[config.mk]
export PLATFORM = sky130hd
export DESIGN_NAME = sts_window_sel
export DESIGN_NICKNAME = d
export VERILOG_FILES = /design/src/rtl/sts_pkg.sv /design/src/rtl/sts_run_tracker.sv /design/src/rtl/sts_pick.sv /design/src/rtl/sts_window_sel.sv
export SDC_FILE = /design/constraint.sdc
export NUM_CORES = 1
export LEC_CHECK = 0
export CAP_MARGIN = 10
export CORE_UTILIZATION = 53
export DETAILED_ROUTE_END_ITERATION = 10
export GPL_ROUTABILITY_DRIVEN = 0
export PLACE_DENSITY = 0.83
export SETUP_SLACK_MARGIN = 0.2
export SYNTH_ARGS = -nofsm -noshare
export SYNTH_HDL_FRONTEND = slang
export SYNTH_SLANG_ARGS = --single-unit
export TNS_END_PERCENT = 1
[constraint.sdc]
create_clock -name clk -period 2.65 [get_ports clk]
set_input_delay 0.53 -clock clk [delete_from_list [all_inputs] [get_ports clk]]
set_output_delay 0.53 -clock clk [all_outputs]
set_load 0.01 [all_outputs]
[src/rtl/sts_pkg.sv]
package sts_pkg;

    localparam int unsigned TAPS_MAX   = 8;
    localparam int unsigned TAPS_HALF  = TAPS_MAX / 2;
    localparam int unsigned PROBES_MAX = 2 * TAPS_MAX;
    localparam int unsigned IDX_W      = $clog2(PROBES_MAX);
    localparam int unsigned LEN_W      = IDX_W + 1;
    localparam int unsigned TAP_W      = $clog2(TAPS_MAX);
    localparam int unsigned LANES      = 2;   // lane 0: pass, lane 1: match

    typedef enum logic [1:0] {
        PH_IDLE   = 2'd0,
        PH_SCAN   = 2'd1,
        PH_DECIDE = 2'd2
    } phase_e;

    typedef struct packed {
        logic [LEN_W-1:0] len;
        logic [IDX_W-1:0] first;
        logic [IDX_W-1:0] last;
    } run_t;

    // Fold the two passes of each tap: a probe stays good only if its twin is good too.
    function automatic logic [PROBES_MAX-1:0] fold_mask(
        input logic [PROBES_MAX-1:0] raw,
        input logic                  half
    );
        logic [PROBES_MAX-1:0] res;
        res = '0;
        if (half) begin
            for (int k = 0; k < int'(TAPS_HALF); k++) begin
                res[k]             = raw[k] & raw[k + TAPS_HALF];
                res[k + TAPS_HALF] = res[k];
            end
        end else begin
            for (int k = 0; k < int'(TAPS_MAX); k++) begin
                res[k]            = raw[k] & raw[k + TAPS_MAX];
                res[k + TAPS_MAX] = res[k];
            end
        end
        return res;
    endfunction

endpackage

[src/rtl/sts_run_tracker.sv]
module sts_run_tracker
    import sts_pkg::*;
(
    input  logic             clk,
    input  logic             rst,
    input  logic             clear,
    input  logic             step,
    input  logic             bit_in,
    input  logic [IDX_W-1:0] idx,
    input  logic             last,
    output run_t             best
);

    logic [LEN_W-1:0] cur;
    logic [LEN_W-1:0] cur_inc;

    assign cur_inc = cur + LEN_W'(1);

    always_ff @(posedge clk) begin
        if (rst || clear) begin
            cur  <= '0;
            best <= '0;
        end else if (step) begin
            if (!bit_in) begin
                if (cur > best.len) begin
                    best.len   <= cur;
                    best.first <= idx - cur[IDX_W-1:0];
                    best.last  <= idx - IDX_W'(1);
                end
                cur <= '0;
            end else if (last) begin
                // run closed by the top bit of the mask
                if (cur_inc > best.len) begin
                    best.len   <= cur_inc;
                    best.first <= idx - cur[IDX_W-1:0];
                    best.last  <= idx;
                end
                cur <= '0;
            end else begin
                cur <= cur_inc;
            end
        end
    end

    // a recorded run spans exactly its length
    assert_run_span_R3: assert property (@(posedge clk) disable iff (rst)
        (best.len != '0) |->
        (({1'b0, best.last} - {1'b0, best.first}) == (best.len - LEN_W'(1))));

    // the best run never shrinks during a scan
    assert_run_grows_R3: assert property (@(posedge clk) disable iff (rst)
        (step && !clear) |=> (best.len >= $past(best.len)));

endmodule

[src/rtl/sts_pick.sv]
module sts_pick
    import sts_pkg::*;
#(
    parameter int unsigned MIN_RUN = 3
) (
    input  logic             half,
    input  run_t             pass_run,
    input  run_t             match_run,
    output logic             ok,
    output logic [TAP_W-1:0] tap
);

    localparam logic [LEN_W-1:0] LEN_FULL = LEN_W'(PROBES_MAX);
    localparam logic [LEN_W-1:0] LEN_HALF = LEN_W'(PROBES_MAX / 2);
    localparam logic [LEN_W-1:0] LEN_MIN  = LEN_W'(MIN_RUN);
    localparam logic [IDX_W-1:0] WRAP_FULL = IDX_W'(TAPS_MAX - 1);
    localparam logic [IDX_W-1:0] WRAP_HALF = IDX_W'(TAPS_HALF - 1);

    logic             all_pass;
    run_t             chosen;
    logic [LEN_W-1:0] span_sum;
    logic [IDX_W-1:0] centre;

    always_comb begin
        all_pass = (pass_run.len == (half ? LEN_HALF : LEN_FULL));
        chosen   = all_pass ? match_run : pass_run;
        ok       = all_pass ? (match_run.len != '0) : (pass_run.len >= LEN_MIN);
        span_sum = {1'b0, chosen.first} + {1'b0, chosen.last};
        centre   = IDX_W'(span_sum >> 1);
        tap      = TAP_W'(centre & (half ? WRAP_HALF : WRAP_FULL));
    end

endmodule

[src/rtl/sts_window_sel.sv]
module sts_window_sel
    import sts_pkg::*;
#(
    parameter int unsigned MIN_RUN = 3
) (
    input  logic                  clk,
    input  logic                  rst,
    input  logic                  start,
    input  logic                  half_taps,
    input  logic [PROBES_MAX-1:0] pass_mask,
    input  logic [PROBES_MAX-1:0] match_mask,
    output logic                  busy,
    output logic                  done,
    output logic                  sel_ok,
    output logic                  sel_err,
    output logic [TAP_W-1:0]      tap_sel,
    output logic                  retune_en
);

    localparam logic [IDX_W-1:0] TOP_FULL = IDX_W'(PROBES_MAX - 1);
    localparam logic [IDX_W-1:0] TOP_HALF = IDX_W'(PROBES_MAX / 2 - 1);

    phase_e                            phase;
    logic [IDX_W-1:0]                  idx;
    logic                              half_q;
    logic [LANES-1:0][PROBES_MAX-1:0]  lane_q;
    logic                              accept;
    logic                              scan_step;
    logic                              scan_last;
    run_t                              lane_run [LANES];
    logic                              pick_ok;
    logic [TAP_W-1:0]                  pick_tap;

    assign accept    = (phase == PH_IDLE) && start;
    assign scan_step = (phase == PH_SCAN);
    assign scan_last = scan_step && (idx == (half_q ? TOP_HALF : TOP_FULL));
    assign busy      = (phase != PH_IDLE);

    for (genvar g = 0; g < int'(LANES); g++) begin : g_lane
        sts_run_tracker u_trk (
            .clk    (clk),
            .rst    (rst),
            .clear  (accept),
            .step   (scan_step),
            .bit_in (lane_q[g][idx]),
            .idx    (idx),
            .last   (scan_last),
            .best   (lane_run[g])
        );
    end

    sts_pick #(.MIN_RUN(MIN_RUN)) u_pick (
        .half      (half_q),
        .pass_run  (lane_run[0]),
        .match_run (lane_run[1]),
        .ok        (pick_ok),
        .tap       (pick_tap)
    );

    always_ff @(posedge clk) begin
        if (rst) begin
            phase     <= PH_IDLE;
            idx       <= '0;
            half_q    <= 1'b0;
            lane_q    <= '0;
            done      <= 1'b0;
            sel_ok    <= 1'b0;
            sel_err   <= 1'b0;
            tap_sel   <= '0;
            retune_en <= 1'b0;
        end else begin
            done <= 1'b0;
            unique case (phase)
                PH_IDLE: begin
                    if (start) begin
                        half_q    <= half_taps;
                        lane_q[0] <= fold_mask(pass_mask, half_taps);
                        lane_q[1] <= fold_mask(match_mask, half_taps);
                        idx       <= '0;
                        sel_ok    <= 1'b0;
                        sel_err   <= 1'b0;
                        phase     <= PH_SCAN;
                    end
                end
                PH_SCAN: begin
                    idx <= idx + IDX_W'(1);
                    if (scan_last) begin
                        phase <= PH_DECIDE;
                    end
                end
                PH_DECIDE: begin
                    done      <= 1'b1;
                    sel_ok    <= pick_ok;
                    sel_err   <= !pick_ok;
                    retune_en <= pick_ok;
                    if (pick_ok) begin
                        tap_sel <= pick_tap;
                    end
                    phase <= PH_IDLE;
                end
                default: phase <= PH_IDLE;
            endcase
        end
    end

    assert_done_pulse_R9: assert property (@(posedge clk) disable iff (rst)
        done |=> !done);

    assert_done_after_busy_R9: assert property (@(posedge clk) disable iff (rst)
        done |-> (!busy && $past(busy)));

    assert_flags_exclusive_R8: assert property (@(posedge clk) disable iff (rst)
        !(sel_ok && sel_err));

    assert_err_keeps_tap_R8: assert property (@(posedge clk) disable iff (rst)
        (done && sel_err) |-> (tap_sel == $past(tap_sel)));

    assert_ok_retune_R8: assert property (@(posedge clk) disable iff (rst)
        (done && sel_ok) |-> retune_en);

    assert_half_tap_range_R2: assert property (@(posedge clk) disable iff (rst)
        (done && sel_ok && half_q) |-> (tap_sel < TAP_W'(TAPS_HALF)));

endmodule

Yosys cells after proc, flatten, opt, wreduce, memory -nomap -nowiden
Index checks and enable logic that the tools add are counted.
Word-level totals
  output and inout bits: 8
  bits in registers: 82
  input port bits: 36
Operators by class
  bitwise logic cells: 25
  mux-type cells: 34
  $lt $le $gt $ge: 6
  equality and inequality tests: 10
  add/subtract/negate cells: 7
  reductions and logical operators: 18
Operator list (count)
  13-bit two-way mux: 8
  8-bit two-way mux: 5
  5-bit two-way mux: 5
  1-bit bitwise AND: 24
  5-bit > comparator: 4
  5-bit by 1-bit adder with 5-bit output, second input constant: 2
  2-bit inequality test, second input constant: 5
  2-bit AND reduction: 5
  2-bit nonzero test: 5
  1-bit binary-select mux with 4-bit select: 2
  4-bit two-way mux: 2
  4-bit case mux with 2 select lines: 1
  4-bit AND reduction: 2
  4-bit subtractor: 2
  5-bit == test: 1
  5-bit by 2-bit >= comparator with 1-bit output, second input constant: 1
  4-bit by 5-bit < comparator with 1-bit output, second input constant: 1
  1-bit two-way mux: 5
  5-bit nonzero test: 1
  4-bit by 1-bit adder with 4-bit output, second input constant: 1
  4-bit adder: 1
  4-bit == test: 1
  2-bit two-way mux: 2
  1-bit case mux with 2 select lines: 2
  11 further kinds: 12

Logic depth before layout (Yosys ltp)
  word-level depth: 5
  depth in mapped cells: 10
  mapped depth without buffers: 9

Cells and area by module
A second synthesis with hierarchy kept.
Second synthesis, totals
  cell total of the unflattened synthesis: 571
  area total of the unflattened synthesis: 5237.5 um2
Modules (own cells, without submodules)
  sts_run_tracker: cells each 147, instances 2, sequential area each 360.3 um2, area an instance 1357.6 um2
  sts_window_sel: cells each 245, instances 1, sequential area each 920.9 um2, area an instance 2238.4 um2
  sts_pick: cells each 32, instances 1, sequential area each 0.0 um2, area an instance 284.0 um2

Worst setup path after synthesis
Ideal clock, no wire load.
  path kind: register to register
  start: register g_lane[0].u_trk.cur[1]
  end: register g_lane[0].u_trk.best[8] (netlist bit)
  period minus slack after synthesis: 2746 ps
  arrival time: 2626 ps
  cell stages (with the launch flop): 10
  setup slack: -96 ps
  data required time: 2530 ps
  cells stage by stage: dfxtp_1 > ha_1 > nand3_1 > xnor2_1 > ha_1 > mux2i_1 > a211oi_1 > nand2_1 > mux2i_1 > o31a_1
On the way
  word-level cells in the longest chain between the ends: 4
  elaborated cells on any way between the ends: 6
  those cells by class: add/sub (1); order compare (2); eq/ne (1); reduce/logical (2)
Ends and longest elaborated chain
  start: declaration: RTL line sts_run_tracker.sv:14  | logic [LEN_W-1:0] cur;
  start signal: assignment: RTL line sts_run_tracker.sv:40  | cur <= cur_inc;
  5-bit by 1-bit adder with 5-bit output: RTL line sts_run_tracker.sv:17  | assign cur_inc = cur + LEN_W'(1);
  5-bit > comparator: RTL line sts_run_tracker.sv:33  | if (cur_inc > best.len) begin
  2-bit inequality test (no line)
  4-bit AND reduction (no line) *
  end: declaration: RTL line sts_run_tracker.sv:11  | output run_t best
Mark *: on every way between the ends. The rest lies on a longest branch, timed or not.
A chain may end at the register's enable or synchronous reset.

Final worst setup path
  start: register idx[2]
  end: register g_lane[0].u_trk.best[7] (netlist bit)
On the way
  word-level cells in the longest chain between the ends: 4
  elaborated cells on any way between the ends: 13
  those cells by class: add/sub (1); eq/ne (3); mux (6); reduce/logical (3)
Ends and longest elaborated chain
  start: declaration: RTL line sts_window_sel.sv:24  | logic [IDX_W-1:0] idx;
  start signal: assignment: RTL line sts_window_sel.sv:86  | idx <= idx + IDX_W'(1);
  1-bit binary-select mux with 4-bit select, or another cell as far along: RTL line sts_window_sel.sv:45  | .bit_in (lane_q[g][idx]),
  1-bit two-way mux (not written as such), or another cell as far along: RTL line sts_window_sel.sv:45
  2-bit inequality test (no line), or another cell as far along
  4-bit AND reduction (no line) or 13-bit two-way mux (tied branches)
Several ways; a longest one is shown, not always the timed one. The select of a mux whose other input is x is not followed.

==> flow_summary_export.csv <==
group,metric,value,unit
detailed_routing,vias,4602,
run_status,outcome,"finished clean",
synth,synthAdderAreaFrac,0.09150,
setup_path,critPathRequiredTime,2.91,ns
timing,hold_ws,0.4548,ns
detailed_routing,drc_errors,0,
synth,synth_edf_count,0,
clocking,clk_pin_slew_worst_paths,0.09,ns
setup_path,worstPathCellList,"mux4_2, mux4_2, a211o_1, a21bo_4, mux2i_1, nor2_1",
detailed_routing,ant_nets,0,
synth,synth_top_cell_area_share,0.3262,
synth,synth_xor_area_frac,0.03655,
synth,ys_ff_latch,82,
floorplanning,pin_count,44,
power,total_power,2598,uW
timing,slew_headroom,0.5527,
setup_path,path_common_cell,"mux4_2",
synth,synth_top_family_by_area,"simple AND/OR/NAND/NOR gates",
synth,netlist_area,5032,um2
timing,skew,0.009310,ns
placed_design,dpl.hpwl,9040,um
power,pwr_density_cell,432.1,nW/um2
synth,synthSimpleGateAreaFrac,0.1989,
synth,synthArstFlopShare,0,
timing,final_max_slew_viol_count,0,
detailed_routing,firstDrtPassIters,5,
synth,yosys.area.top_type,"dfxtp_1",
global_route,grt_pass1_vias,4397,
floorplanning,start_util,0.5446,
layout,finish.utilization,0.6506,
detailed_routing,via_per_inst,5.938,
setup_path,crit_type,"register to register",
layout,n_antenna_cell,0,
layout,n_fill_cell,731,
clocking,htreeDepth,3,
setup_path,cp_top_family,"multiplexers",
setup_path,arrival,2.67,ns
power,ir_drop,0.2506,mV
setup_path,critPathSlowestCell,"mux4_2",
layout,final_cells,775,
synth,synth-compound-area-share,0.1887,
timing,hold_viol_final,0,
setup_path,endpoint_kind,"register",
detailed_routing,finalWirelength,12520,um
floorplanning,core_area,9240,um2
flow_run,cap_violations,0,
synth,ys_types,63,
layout,syn2layout_area_growth,19.47,%
layout,drive_above_1_share,0.1703,
setup_path,cp_num_buf_inv,0,
floorplanning,die_h,99.44,um
placed_design,io_buffers,43,
placed_design,place_inst,753,
power,leakage,0.002217,uW
clocking,cts_buffer_depth,2,
setup_path,cp-start-kind,"register",
synth,synth_ff_type,"dfxtp_1",
global_route,gr-total-overflow,0,
global_route,grt_pass1_wl,20270,um
synth,avgSynthCellArea,8.515,um2
min_path,holdCritPathClass,"register to register",
timing,tns,0,ns
detailed_routing,post_drt_wl_per_cell,16.15,um
detailed_routing,drt_iter0_markers,205,
layout,fin_nets,712,
timing,fin_crit,2.410,ns
clocking,clk_latency,0.37,ns
clocking,clock_sinks,82,
clocking,cts_buffers,9,
global_route,grt_antenna_before_repair,0,
global_route,track_usage,0.2591,
clocking,clockRootBuffer,"clkbuf_8",
timing,finalSetupViolCount,0,
setup_path,cpPeakStageDelay,0.53,ns
synth,syn_inst,591,
floorplanning,rows,35,
timing,finalCritPeriodShare,0.9095,
synth,yosys-top-cells-area,"dfxtp_1, ha_1, a21oi_1",
floorplanning,die_area,9888,um2
synth,synth_mux_area_frac,0.1049,
setup_path,worstPathMaxFanout,7,
synth,syn_nets,662,
global_route,grt_max_degree,44,
clocking,cts_tree,"yes",
synth,yosys_warnings,0,
synth,ys_seq_area_frac,0.3262,
floorplanning,die_w,99.44,um
timing,fmax,0.4149,GHz
timing,rsz0062_at_grt,"true",
timing,tightest_slew,0.6710,ns
==> metrics by stage <==
stage / setup slack, ns / cell area (um2)
6_report: 0.2398 / 6012
5_1_grt: 0.1591 / 6012
4_1_cts: 0.1718 / 5896
3_5_place_dp: 0.07309 / 5670
3_3_place_gp: 0.2247 / 5670
2_1_floorplan: 0.1846 / 5039
==> worst paths after layout <==
| kind | slack (ns) | cells after the start | start | end |
|---|---|---|---|---|
| max | 0.24 | 6 | idx[2] | g_lane[0].u_trk.best[7] |
| min | 0.45 | 2 | lane_q[7] | lane_q[7] |
| min reg2reg | 0.45 | 2 | lane_q[7] | lane_q[7] |
| max reg2reg | 0.24 | 6 | idx[2] | g_lane[0].u_trk.best[7] |
==> kinds of logic (layout without fill, tap and decap cells) <==
family / Yosys count / after routing
muxes: 41 / 41
xor gates and xnor gates: 21 / 21
DFF: 82 / 82
adders and majority gates: 35 / 35
buffers and inverters: 63 / 117
and+or+nand+nor: 206 / 206
AOI/OAI and AO/OA: 143 / 144
==> Yosys cell counts, types with 8 or more instances <==
library cell / n
dfxtp_1: 82
nand2_1: 64
a21oi_1: 60
nor2_1: 41
nand3_1: 34
clkbuf_1: 32
ha_1: 32
inv_1: 23
mux2_2: 22
nor3_1: 18
xnor2_1: 14
mux2i_1: 10
a211oi_1: 9
nand4b_1: 9
o21ai_0: 8
o31ai_1: 8
==> power breakdown <==
| group | leakage, uW | internal [uW] | switching [uW] |
|---|---|---|---|
| sequential | 0.000668 | 1250 | 17.9 |
| clock | 0.000102 | 451 | 500 |
| combinational | 0.00145 | 167 | 209 |
| total | 0.00222 | 1870 | 726 |
==> worst register-to-register path, cell delays in order, from the launching register on <==
cell and delay [ns]:
dfxtp_4 0.41, mux4_2 0.51, mux4_2 0.53, a211o_1 0.32, a21bo_4 0.27, mux2i_1 0.20, nor2_1 0.06
==> state kept, by name (all words and copies together), names as in the netlist <==
register / cells
idx: 4
phase: 2
g_lane.u_trk.best: 26
g_lane.u_trk.cur: 10
sel_ok: 1
lane_q: 32
tap_sel: 3
done: 1
half_q: 1
sel_err: 1
retune_en: 1
==> routing by layer <==
layer / vias up / wire length (um) / track usage
met3: 35 / 696 / 0.04146
met5: - / 0 / 0
met4: 0 / 405 / 0.1290
li1: 2244 / - / -
met1: 2147 / 5166 / 0.3102
met2: 176 / 6247 / 0.4514
==> placed cells by master (no fill, tap or decap), types with 5 or more instances in the layout <==
master	Yosys	routed
mux4_2	7	7
o21ai_0	8	8
a211oi_2	3	5
nand4b_1	9	9
dfxtp_1	82	75
ha_1	32	30
inv_1	23	23
nor2_1	41	40
a211oi_1	9	7
xnor2_1	14	13
nand3_1	34	31
nor3_1	18	18
nand2_1	64	63
clkbuf_8	0	9
a21o_1	5	5
a21oi_1	60	60
o31ai_1	8	7
nor2_2	4	5
buf_4	1	33
xor2_1	7	7
clkdlybuf4s50_1	0	43
mux2_2	22	22
o2111ai_1	7	7
o21ai_1	7	7
mux2i_1	10	10
==> layout make-up <==
cell class	instances	area, um2	area share
clock buffers	9	123.9	0.02060
clock inverters	7	83.83	0.01394
inverters	24	90.09	0.01498
multi-input cells	447	3199	0.5322
flip-flops and latches	82	1660	0.2762
well taps	129	161.4	0.02685
repair buffers	77	693.2	0.1153
==> repair_timing <==
item | in CTS | in global routing
gates cloned | 0 | 1
buffers inserted | 2 | 3
gates resized for setup | 1 | 25
hold buffers | 0 | 0
pin swaps | 0 | 4
endpoints found under the setup margin | 14 | 26
Power figures use the tool's default switching activity.
